<file path="src/rtl/ddr_wr_pkg.sv">
package ddr_wr_pkg;

  typedef enum logic [1:0] {
    BL_SEL_2 = 2'd0,
    BL_SEL_4 = 2'd1,
    BL_SEL_8 = 2'd2
  } bl_sel_e;

  typedef enum logic [2:0] {
    ST_IDLE = 3'd0,
    ST_PRE  = 3'd1,
    ST_BEAT = 3'd2,
    ST_POST = 3'd3,
    ST_FIN  = 3'd4
  } frame_st_e;

  localparam logic [2:0] CODE_BL2 = 3'b001;
  localparam logic [2:0] CODE_BL4 = 3'b010;
  localparam logic [2:0] CODE_BL8 = 3'b011;

  function automatic logic code_ok(input logic [2:0] code);
    return (code == CODE_BL2) || (code == CODE_BL4) || (code == CODE_BL8);
  endfunction

  function automatic bl_sel_e code_sel(input logic [2:0] code);
    case (code)
      CODE_BL2: return BL_SEL_2;
      CODE_BL8: return BL_SEL_8;
      default:  return BL_SEL_4;
    endcase
  endfunction

  function automatic logic [3:0] sel_beats(input bl_sel_e sel);
    case (sel)
      BL_SEL_2: return 4'd2;
      BL_SEL_8: return 4'd8;
      default:  return 4'd4;
    endcase
  endfunction

endpackage

</file>
<file path="src/rtl/ddr_wr_blreg.sv">
module ddr_wr_blreg
  import ddr_wr_pkg::*;
(
  input  logic       clk,
  input  logic       rst_n,
  input  logic       mode_we,
  input  logic [2:0] mode_code,
  output bl_sel_e    bl_sel
);

  bl_sel_e sel_q;
  bl_sel_e sel_d;
  logic    upd_en;

  assign upd_en = mode_we && code_ok(mode_code);

  always_comb begin
    sel_d = sel_q;
    if (upd_en) sel_d = code_sel(mode_code);
  end

  always_ff @(posedge clk or negedge rst_n) begin
    if (!rst_n) sel_q <= BL_SEL_4;
    else        sel_q <= sel_d;
  end

  assign bl_sel = sel_q;

endmodule

</file>
<file path="src/rtl/ddr_wr_frame.sv">
module ddr_wr_frame
  import ddr_wr_pkg::*;
#(
  parameter int MAX_BL = 8,
  localparam int CNT_W = $clog2(MAX_BL)
) (
  input  logic             clk,
  input  logic             rst_n,
  input  logic             cmd_wr,
  input  bl_sel_e          bl_sel,
  output logic             accept,
  output logic             mem_ck,
  output logic             wr_ready,
  output logic             busy,
  output logic             done,
  output logic             dq_oe,
  output logic             dqs_o,
  output logic             dqs_oe,
  output logic [CNT_W-1:0] beat_idx,
  output logic [CNT_W-1:0] burst_mask
);

  frame_st_e        st_q, st_d;
  logic             ph_q, ph_d;
  logic [CNT_W-1:0] cnt_q, cnt_d;
  logic [CNT_W-1:0] last_q, last_d;
  logic             at_last;

  assign at_last = (cnt_q == last_q);
  assign accept  = cmd_wr && !ph_q && (st_q == ST_IDLE);

  always_comb begin
    st_d   = st_q;
    cnt_d  = cnt_q;
    last_d = last_q;
    ph_d   = ~ph_q;
    case (st_q)
      ST_IDLE: begin
        if (accept) begin
          st_d   = ST_PRE;
          cnt_d  = '0;
          last_d = CNT_W'(sel_beats(bl_sel) - 4'd1);
        end
      end
      ST_PRE:  st_d = ST_BEAT;
      ST_BEAT: begin
        if (at_last) st_d = ST_POST;
        else         cnt_d = cnt_q + 1'b1;
      end
      ST_POST: st_d = ST_FIN;
      ST_FIN:  st_d = ST_IDLE;
      default: st_d = ST_IDLE;
    endcase
  end

  always_ff @(posedge clk or negedge rst_n) begin
    if (!rst_n) begin
      st_q   <= ST_IDLE;
      ph_q   <= 1'b0;
      cnt_q  <= '0;
      last_q <= '0;
    end else begin
      st_q   <= st_d;
      ph_q   <= ph_d;
      cnt_q  <= cnt_d;
      last_q <= last_d;
    end
  end

  assign mem_ck     = ~ph_q;
  assign busy       = (st_q == ST_PRE) || (st_q == ST_BEAT) || (st_q == ST_POST);
  assign wr_ready   = (st_q == ST_PRE) || ((st_q == ST_BEAT) && !at_last);
  assign dq_oe      = (st_q == ST_BEAT);
  assign dqs_oe     = busy;
  assign dqs_o      = (st_q == ST_BEAT) && !cnt_q[0];
  assign done       = (st_q == ST_FIN);
  assign beat_idx   = cnt_q;
  assign burst_mask = last_q;

endmodule

</file>
<file path="src/rtl/ddr_wr_colgen.sv">
module ddr_wr_colgen #(
  parameter int COL_W = 10,
  parameter int CNT_W = 3
) (
  input  logic [COL_W-1:0] base_col,
  input  logic [CNT_W-1:0] beat_idx,
  input  logic [CNT_W-1:0] burst_mask,
  output logic [COL_W-1:0] beat_col
);

  localparam int PAD_W = COL_W - CNT_W;

  logic [COL_W-1:0] mask_w;
  logic [COL_W-1:0] step_w;
  logic [COL_W-1:0] sum_w;

  assign mask_w   = {{PAD_W{1'b0}}, burst_mask};
  assign step_w   = {{PAD_W{1'b0}}, beat_idx};
  assign sum_w    = base_col + step_w;
  assign beat_col = (base_col & ~mask_w) | (sum_w & mask_w);

endmodule

</file>
<file path="src/rtl/ddr_wr_datapath.sv">
module ddr_wr_datapath #(
  parameter int DQ_W   = 16,
  parameter int COL_W  = 10,
  parameter int BANK_W = 2,
  localparam int DM_W  = DQ_W / 8
) (
  input  logic              clk,
  input  logic              rst_n,
  input  logic              accept,
  input  logic              load,
  input  logic [BANK_W-1:0] cmd_bank,
  input  logic [COL_W-1:0]  cmd_col,
  input  logic [DQ_W-1:0]   wr_data,
  input  logic [DM_W-1:0]   wr_mask,
  output logic [DQ_W-1:0]   dq_o,
  output logic [DM_W-1:0]   dm_o,
  output logic [BANK_W-1:0] bank_o,
  output logic [COL_W-1:0]  base_col
);

  logic [DQ_W-1:0]   dq_q, dq_d;
  logic [DM_W-1:0]   dm_q, dm_d;
  logic [BANK_W-1:0] bank_q, bank_d;
  logic [COL_W-1:0]  col_q, col_d;

  always_comb begin
    dq_d   = dq_q;
    dm_d   = dm_q;
    bank_d = bank_q;
    col_d  = col_q;
    if (load) begin
      dq_d = wr_data;
      dm_d = wr_mask;
    end
    if (accept) begin
      bank_d = cmd_bank;
      col_d  = cmd_col;
    end
  end

  always_ff @(posedge clk or negedge rst_n) begin
    if (!rst_n) begin
      dq_q   <= '0;
      dm_q   <= '0;
      bank_q <= '0;
      col_q  <= '0;
    end else begin
      dq_q   <= dq_d;
      dm_q   <= dm_d;
      bank_q <= bank_d;
      col_q  <= col_d;
    end
  end

  assign dq_o     = dq_q;
  assign dm_o     = dm_q;
  assign bank_o   = bank_q;
  assign base_col = col_q;

endmodule

</file>
<file path="src/rtl/ddr_wr_seq.sv">
module ddr_wr_seq
  import ddr_wr_pkg::*;
#(
  parameter int DQ_W        = 16,
  parameter int COL_W       = 10,
  parameter int BANK_W      = 2,
  parameter int MAX_BL      = 8,
  parameter int SYNC_STAGES = 2
) (
  input  logic              clk,
  input  logic              rst_n,
  input  logic              mode_we,
  input  logic [2:0]        mode_bl_code,
  input  logic              cmd_wr,
  input  logic [BANK_W-1:0] cmd_bank,
  input  logic [COL_W-1:0]  cmd_col,
  input  logic [DQ_W-1:0]   wr_data,
  input  logic [DQ_W/8-1:0] wr_mask,
  output logic              wr_ready,
  output logic              mem_ck,
  output logic [DQ_W-1:0]   dq_o,
  output logic              dq_oe,
  output logic [DQ_W/8-1:0] dm_o,
  output logic              dm_oe,
  output logic              dqs_o,
  output logic              dqs_oe,
  output logic [COL_W-1:0]  beat_col,
  output logic [BANK_W-1:0] beat_bank,
  output logic              busy,
  output logic              done
);

  localparam int CNT_W = $clog2(MAX_BL);

  logic [SYNC_STAGES-1:0] rst_sh;
  logic                   rst_int_n;
  bl_sel_e                bl_sel;
  logic                   accept;
  logic [CNT_W-1:0]       beat_idx;
  logic [CNT_W-1:0]       burst_mask;
  logic [COL_W-1:0]       base_col;

  always_ff @(posedge clk or negedge rst_n) begin
    if (!rst_n) rst_sh <= '0;
    else        rst_sh <= {rst_sh[SYNC_STAGES-2:0], 1'b1};
  end
  assign rst_int_n = rst_sh[SYNC_STAGES-1];

  ddr_wr_blreg u_blreg (
    .clk       (clk),
    .rst_n     (rst_int_n),
    .mode_we   (mode_we),
    .mode_code (mode_bl_code),
    .bl_sel    (bl_sel)
  );

  ddr_wr_frame #(.MAX_BL(MAX_BL)) u_frame (
    .clk        (clk),
    .rst_n      (rst_int_n),
    .cmd_wr     (cmd_wr),
    .bl_sel     (bl_sel),
    .accept     (accept),
    .mem_ck     (mem_ck),
    .wr_ready   (wr_ready),
    .busy       (busy),
    .done       (done),
    .dq_oe      (dq_oe),
    .dqs_o      (dqs_o),
    .dqs_oe     (dqs_oe),
    .beat_idx   (beat_idx),
    .burst_mask (burst_mask)
  );

  ddr_wr_datapath #(.DQ_W(DQ_W), .COL_W(COL_W), .BANK_W(BANK_W)) u_data (
    .clk      (clk),
    .rst_n    (rst_int_n),
    .accept   (accept),
    .load     (wr_ready),
    .cmd_bank (cmd_bank),
    .cmd_col  (cmd_col),
    .wr_data  (wr_data),
    .wr_mask  (wr_mask),
    .dq_o     (dq_o),
    .dm_o     (dm_o),
    .bank_o   (beat_bank),
    .base_col (base_col)
  );

  ddr_wr_colgen #(.COL_W(COL_W), .CNT_W(CNT_W)) u_col (
    .base_col   (base_col),
    .beat_idx   (beat_idx),
    .burst_mask (burst_mask),
    .beat_col   (beat_col)
  );

  assign dm_oe = dq_oe;

endmodule

</file>
<file path="config.mk">
export PLATFORM = sky130hd
export DESIGN_NAME = ddr_wr_seq
export DESIGN_NICKNAME = d
export VERILOG_FILES = /design/src/rtl/ddr_wr_pkg.sv /design/src/rtl/ddr_wr_blreg.sv /design/src/rtl/ddr_wr_frame.sv /design/src/rtl/ddr_wr_colgen.sv /design/src/rtl/ddr_wr_datapath.sv /design/src/rtl/ddr_wr_seq.sv
export SDC_FILE = /design/constraint.sdc
export NUM_CORES = 1
export LEC_CHECK = 0
export BUFFER_PORTS_ARGS = -buffer_cell sky130_fd_sc_hd__buf_2
export CORE_UTILIZATION = 40
export CTS_BUF_LIST = sky130_fd_sc_hd__clkbuf_8
export DETAILED_ROUTE_END_ITERATION = 6
export PLACE_DENSITY = 0.7
export SETUP_SLACK_MARGIN = 0.05
export SYNTH_ARGS = -nofsm -noshare
export SYNTH_HDL_FRONTEND = slang
export SYNTH_SLANG_ARGS = --single-unit
</file>
<file path="constraint.sdc">
create_clock -name clk -period 1.6 [get_ports clk]
set_input_delay 0.24 -clock clk [delete_from_list [all_inputs] [get_ports clk]]
set_output_delay 0.24 -clock clk [all_outputs]
set_load 0.02 [all_outputs]
</file>
==> results.cfg, run 1 <==
[logic_synthesis]
ys.flop_type = dfrtp_1
synth_edf_count = 0
synth.net_count = 315
ys_types = 33
syn_inst = 275
synthArstFlopShare_pct = 100
synthesis.area_mm2 = 0.00240
ys_ff_latch = 44
yosysWarnings = 0
synth_seq_area_share_pct = 45.9
avgSynthCellArea_um2 = 8.73

[placement]
dp_cells = 417
dp_hpwl_um = 4050
routabilityCongestion = 0.737
port_buffers = 74
pre_cts_ws_ns = -0.0812

[floorplanning]
ios = 75
core_area_mm2 = 0.00564
die_w_um = 79.5
start_util_pct = 42.5
die_h_um = 79.5
rows = 27
dieArea_mm2 = 0.00631

[power]
power_density_mw_per_mm2 = 2500
finalPower_w = 0.00826
ir_worst_vdd_mv = 1.57
leakagePower_nw = 1.60

[route]
wl_per_cell_um = 14.1
drt-pass1-iter-count = 4
drcViolationCount = 0
viasPerCell = 5.17
wl_um = 6140
drt_iter0_markers = 117
antenna_left = 0
vias = 2260

[sta]
max_freq_ghz = 0.506
slew_violations = 0
finClkSkew_ns = 0.00764
finalHoldViolCount = 0
setup_viol = 22
grt_setup_unrepaired = yes
finalCriticalPeriod_ns = 1.98
tns_ns = -1.84
timing.final.crit_share_pct = 124
worst_slack_ns = -0.377
whs_ns = 0.109

[critical_path]
cp_slowest_cell = dfrtp_1
endpoint_kind = output port
start_kind = flip-flop
max_stage_delay_ns = 0.39
cp.required_ns = 1.36
cp_cell_sequence = ha_2, fa_2, xor2_1, nand2_1, xnor2_2, buf_4
criticalPathCategory = flip-flop to output port
cp.arrival_ns = 1.74
cp_max_fo = 2
r2r_slack_ns = -0.07

[clock_network]
numCtsBuffers = 5
clk_pin_slew_ns = 0.09
clock_sinks = 44
cts_tree = yes
cts_max_path_buffers = 2
insertion_delay_ns = 0.30
cts-root-buf = clkbuf_8
ctsHtreeMaxLevel = 2

[cells_and_area]
area_growth_pct = 37.9
final_cell_mix = buf_2, nand2_1, dfrtp_1
layout_commonest_cell = buf_2
stdcell_count = 437
nets = 404
diodes = 0
drive_gt1_share_pct = 43.6

[global_routing]
grt_pass1_vias = 2211
grtUsageTotal_pct = 20.1
grt_max_degree = 22
grt_pass1_wl_um = 10000
antenna_found_initial = 0
overflow = 0

[run_status]
status = finished, violations left
violations = setup timing

[job]
drv_cap = 0

[hold_path]
min_path_type = input pin to flip-flop
-- per-stage QoR --
stage	area, um2	util [%]
finish	3310	58.6
global route	3310	58.6
CTS	3180	56.3
detailed placement	2920	51.7
global placement	2920	51.7
floorplan	2440	-
-- report_power, final --
| group | internal (W) | leakage (nW) | switching [W] | total, W |
|---|---|---|---|---|
| registers | 0.00160 | 0.512 | 0.000526 | 0.00213 |
| clock network | 0.000388 | 0.0557 | 0.000387 | 0.000775 |
| logic | 0.00243 | 1.03 | 0.00292 | 0.00536 |
| total | 0.00442 | 1.60 | 0.00384 | 0.00826 |
-- sequential cells by signal (all words and copies together), names as in the netlist --
name,cells
u_data.dq_o,16
u_blreg.bl_sel,2
u_data.bank_o,2
u_frame.ph_q,1
rst_sh,2
u_frame.burst_mask,3
u_data.base_col,10
u_frame.beat_idx,3
u_data.dm_o,2
u_frame.st_q,3
-- repair_timing --
item,in CTS,in global routing
gates resized for setup,27,25
endpoints found under the setup margin,29,33
endpoints found under the hold margin,2,0
setup buffers,4,5
pin swaps,4,3
hold buffers,1,0
cloned,1,1
-- layer usage --
| layer | track usage, % | part of all wire, % |
|---|---|---|
| met2 | 33.9 | 48 |
| met5 | 0 | 0 |
| met3 | 4.80 | 5.7 |
| met4 | 4.36 | 0.81 |
| met1 | 25.9 | 46 |
-- path summary, 6_finish.rpt --
| kind | startpoint | endpoint | cells after the start |
|---|---|---|---|
| min in group asynchronous | rst_sh[1] | u_data.base_col[0] | 0 |
| worst max-delay path | u_frame.beat_idx[0] | beat_col[2] | 6 |
| worst min register to register | rst_sh[1] | u_data.base_col[0] | 0 |
| worst min-delay path | mode_bl_code[0] | u_blreg.bl_sel[0] | 2 |
| worst max register to register | u_frame.beat_idx[0] | u_data.dq_o[9] | 7 |
| max in group asynchronous | rst_sh[1] | u_frame.st_q[0] | 1 |
-- final cells by class --
cell class | instances | area [um2]
Clock buffer | 7 | 96.3
Timing Repair Buffer | 111 | 726
Multi-Input combinational cell | 198 | 1270
Tap cell | 72 | 90.1
Sequential cell | 44 | 1110
Fill cell | 498 | 2330
Inverter | 4 | 15.0
Clock inverter | 1 | 3.75
-- cells in the mapped netlist, drive strengths merged (2+ instances only) --
| cell type | number | share of area, % |
|---|---|---|
| nand2 | 46 | 7.2 |
| dfrtp | 43 | 45 |
| nor2 | 43 | 6.7 |
| a21oi | 39 | 8.1 |
| o22ai | 36 | 12 |
| buf | 16 | 4.8 |
| clkbuf | 13 | 2.0 |
| xnor2 | 5 | 1.8 |
| inv | 4 | 0.63 |
| mux2 | 3 | 1.4 |
| mux2i | 3 | 1.3 |
| a31oi | 2 | 1.1 |
| and3 | 2 | 0.52 |
| ha | 2 | 1.0 |
| nand2b | 2 | 0.52 |
| nand3b | 2 | 0.63 |
| nor3 | 2 | 0.42 |
| o21ai | 2 | 0.42 |
-- kinds of logic after synthesis --
logic type	count (synthesis)	share of synthesized area [%]
other	1	0.156
AOI/OAI and AO/OA	81	22.5
muxes	6	2.66
DFF	44	45.9
and+or+nand+nor	101	17.3
xor gates and xnor gates	6	2.19
adders and majority gates	3	1.88
buffers and inverters	33	7.46
-- worst max-delay path: cells and delay by family, from the launching register on --
kind	cells	cell delay, ns
adder cells (fa/ha/maj)	2	0.52
flip-flops	1	0.39
buffers and inverters	1	0.16
XOR/XNOR	2	0.27
AND/OR/NAND/NOR	1	0.10
Power figures use the tool's default switching activity.
==> run 2, diff against run 1 <==
- CTS_BUF_LIST: sky130_fd_sc_hd__clkbuf_8 -> default
- SLEW_MARGIN: default -> 40
==> run 2 against run 1 <==
Net effect:
- the flow still finishes with violations (setup timing)
- power barely moved
- clock skew fell by 0.00055 ns
- clock power rose by 0.6%
- global-route usage did not move
- die area did not move
- core utilization did not move
- register-to-register slack barely moved
- setup slack barely moved
- sequential power barely moved
- via count barely moved
- design area did not move
- critical path depth did not move
- largest cell class unchanged
- largest power group unchanged
- highest routed layer unchanged
==> results.cfg, run 2 (synthesized netlist as in run 1, its figures left out) <==
[floorplanning]
core_area_mm2 = 0.00564
rows = 27
die_h_um = 79.5
start_util_pct = 42.5
dieArea_mm2 = 0.00631
die_w_um = 79.5
ios = 75

[cells_and_area]
layout_commonest_cell = buf_2
stdcell_area_mm2 = 0.00331
drive_gt1_share_pct = 43.6
area_growth_pct = 37.9
final_cell_mix = buf_2, nand2_1, dfrtp_1
stdcell_count = 437
nFillCells = 498
largest_reg_flops = 16
diodes = 0
nets = 404

[critical_path]
reg2reg_to = u_data.dq_o[9]
rr_startpoint = u_frame.beat_idx[0]
cp_max_fo = 2
crit_start = u_frame.beat_idx[0]
rr_worst_depth = 7
r2r_slack_ns = -0.07
endpoint_kind = output port
start_kind = flip-flop
cp.required_ns = 1.36
cp.arrival_ns = 1.74
criticalPathCategory = flip-flop to output port

[route]
antenna_left = 0
wl_per_cell_um = 14.0
met3WireLength_um = 345
vias = 2259
met2_length_um = 2910
drt_iter0_markers = 118
wl_um = 6140
met1_length_um = 2830
viasPerCell = 5.17
drt-pass1-iter-count = 4
highest_layer = met4
drcViolationCount = 0

[placement]
dp_hpwl_um = 4050
place_area_mm2 = 0.00292
routabilityCongestion = 0.737
dp_cells = 417
port_buffers = 74

[global_routing]
overflow = 0
grt_pass1_wl_um = 10000
grtUsageTotal_pct = 20.1
antenna_found_initial = 0
grt_max_degree = 22
grt_pass1_vias = 2211

[hold_path]
min_to = u_blreg.bl_sel[0]
hold_start = mode_bl_code[0]
hold_path_depth = 2
min_path_type = input pin to flip-flop

[power]
leakagePower_nw = 1.59
ir_worst_vdd_mv = 1.57
power_density_mw_per_mm2 = 2500

[run_status]
status = finished, violations left
violations = setup timing

[sta]
max_freq_ghz = 0.506
finalHoldViolCount = 0
setup_viol = 22
finalCriticalPeriod_ns = 1.98
grt_setup_unrepaired = yes
finClkSkew_ns = 0.00709
worst_slack_ns = -0.377
timing.final.crit_share_pct = 124
slew_violations = 0
whs_ns = 0.110

[clock_network]
clk_pin_slew_ns = 0.09
ctsHtreeMaxLevel = 2
cts-root-buf = clkbuf_8
cts_max_path_buffers = 2
numCtsBuffers = 5
clock_sinks = 44
insertion_delay_ns = 0.30
cts_tree = yes

[job]
drv_cap = 0
[run 2: cell types whose count changed in the layout (fill, tap and decap cells not counted)]
cell | before | now
inv_1 | 3 | 2
clkbuf_1 | 0 | 1
[run 2: what timing repair did]
item / CTS / global route
endpoints found under the setup margin: 29 / 33
endpoints found under the hold margin: 2 / 0
buffers inserted: 4 / 5
gates resized for setup: 27 / 25
cloned: 1 / 1
pin swaps: 4 / 3
hold buffers: 1 / 0
[run 2: cell type report]
| class | count | area [um2] | share of cell area [%] |
|---|---|---|---|
| multi-input combinational | 198 | 1270 | 38.4 |
| clock buffer | 8 | 100 | 3.03 |
| timing repair buffer | 111 | 726 | 21.9 |
| tap | 72 | 90.1 | 2.72 |
| sequential | 44 | 1110 | 33.4 |
| inverter | 4 | 15.0 | 0.454 |
[run 2: where the power goes]
| part | switching (W) | total (W) | internal (W) |
|---|---|---|---|
| sequential | 0.000525 | 0.00213 | 0.00160 |
| combinational | 0.00293 | 0.00536 | 0.00243 |
| clock | 0.000386 | 0.000780 | 0.000395 |
| total | 0.00384 | 0.00827 | 0.00443 |
[run 2: through the flow]
stage                     TNS, ns  utilization (%)  total power [W]  setup WS (ns)
final                       -1.87             58.6          0.00827         -0.377
after global routing        -3.57             58.6          0.00887         -0.483
after global placement     -0.109             51.7          0.00644        -0.0974
after floorplan            -0.166                -          0.00546        -0.0854
after CTS                   -1.41             56.3          0.00786         -0.392
after detailed placement   -0.266             51.7          0.00655        -0.0812
[run 2: worst max-delay path by stage]
stage                   to  slack, ns  cells past startpoint
6_report       beat_col[2]      -0.38                      6
4_1_cts        beat_col[2]      -0.39                      6
5_1_grt        beat_col[2]      -0.48                      6
2_1_floorplan  beat_col[2]      -0.09                      5
3_5_place_dp   beat_col[2]      -0.08                      6
3_3_place_gp   beat_col[2]       -0.1                      6
[run 2: critical path, stage by stage, from the launching register on]
cell	delay, ns
dfrtp_1	0.39
ha_2	0.19
fa_2	0.33
xor2_1	0.13
nand2_1	0.10
xnor2_2	0.14
buf_4	0.16
[run 2: routing by layer]
metal | track usage [%] | vias to the layer above
met1 | 25.9 | 1068
met4 | 4.36 | 0
met3 | 4.80 | 6
li1 | - | 1120
met2 | 33.9 | 65
met5 | 0 | -
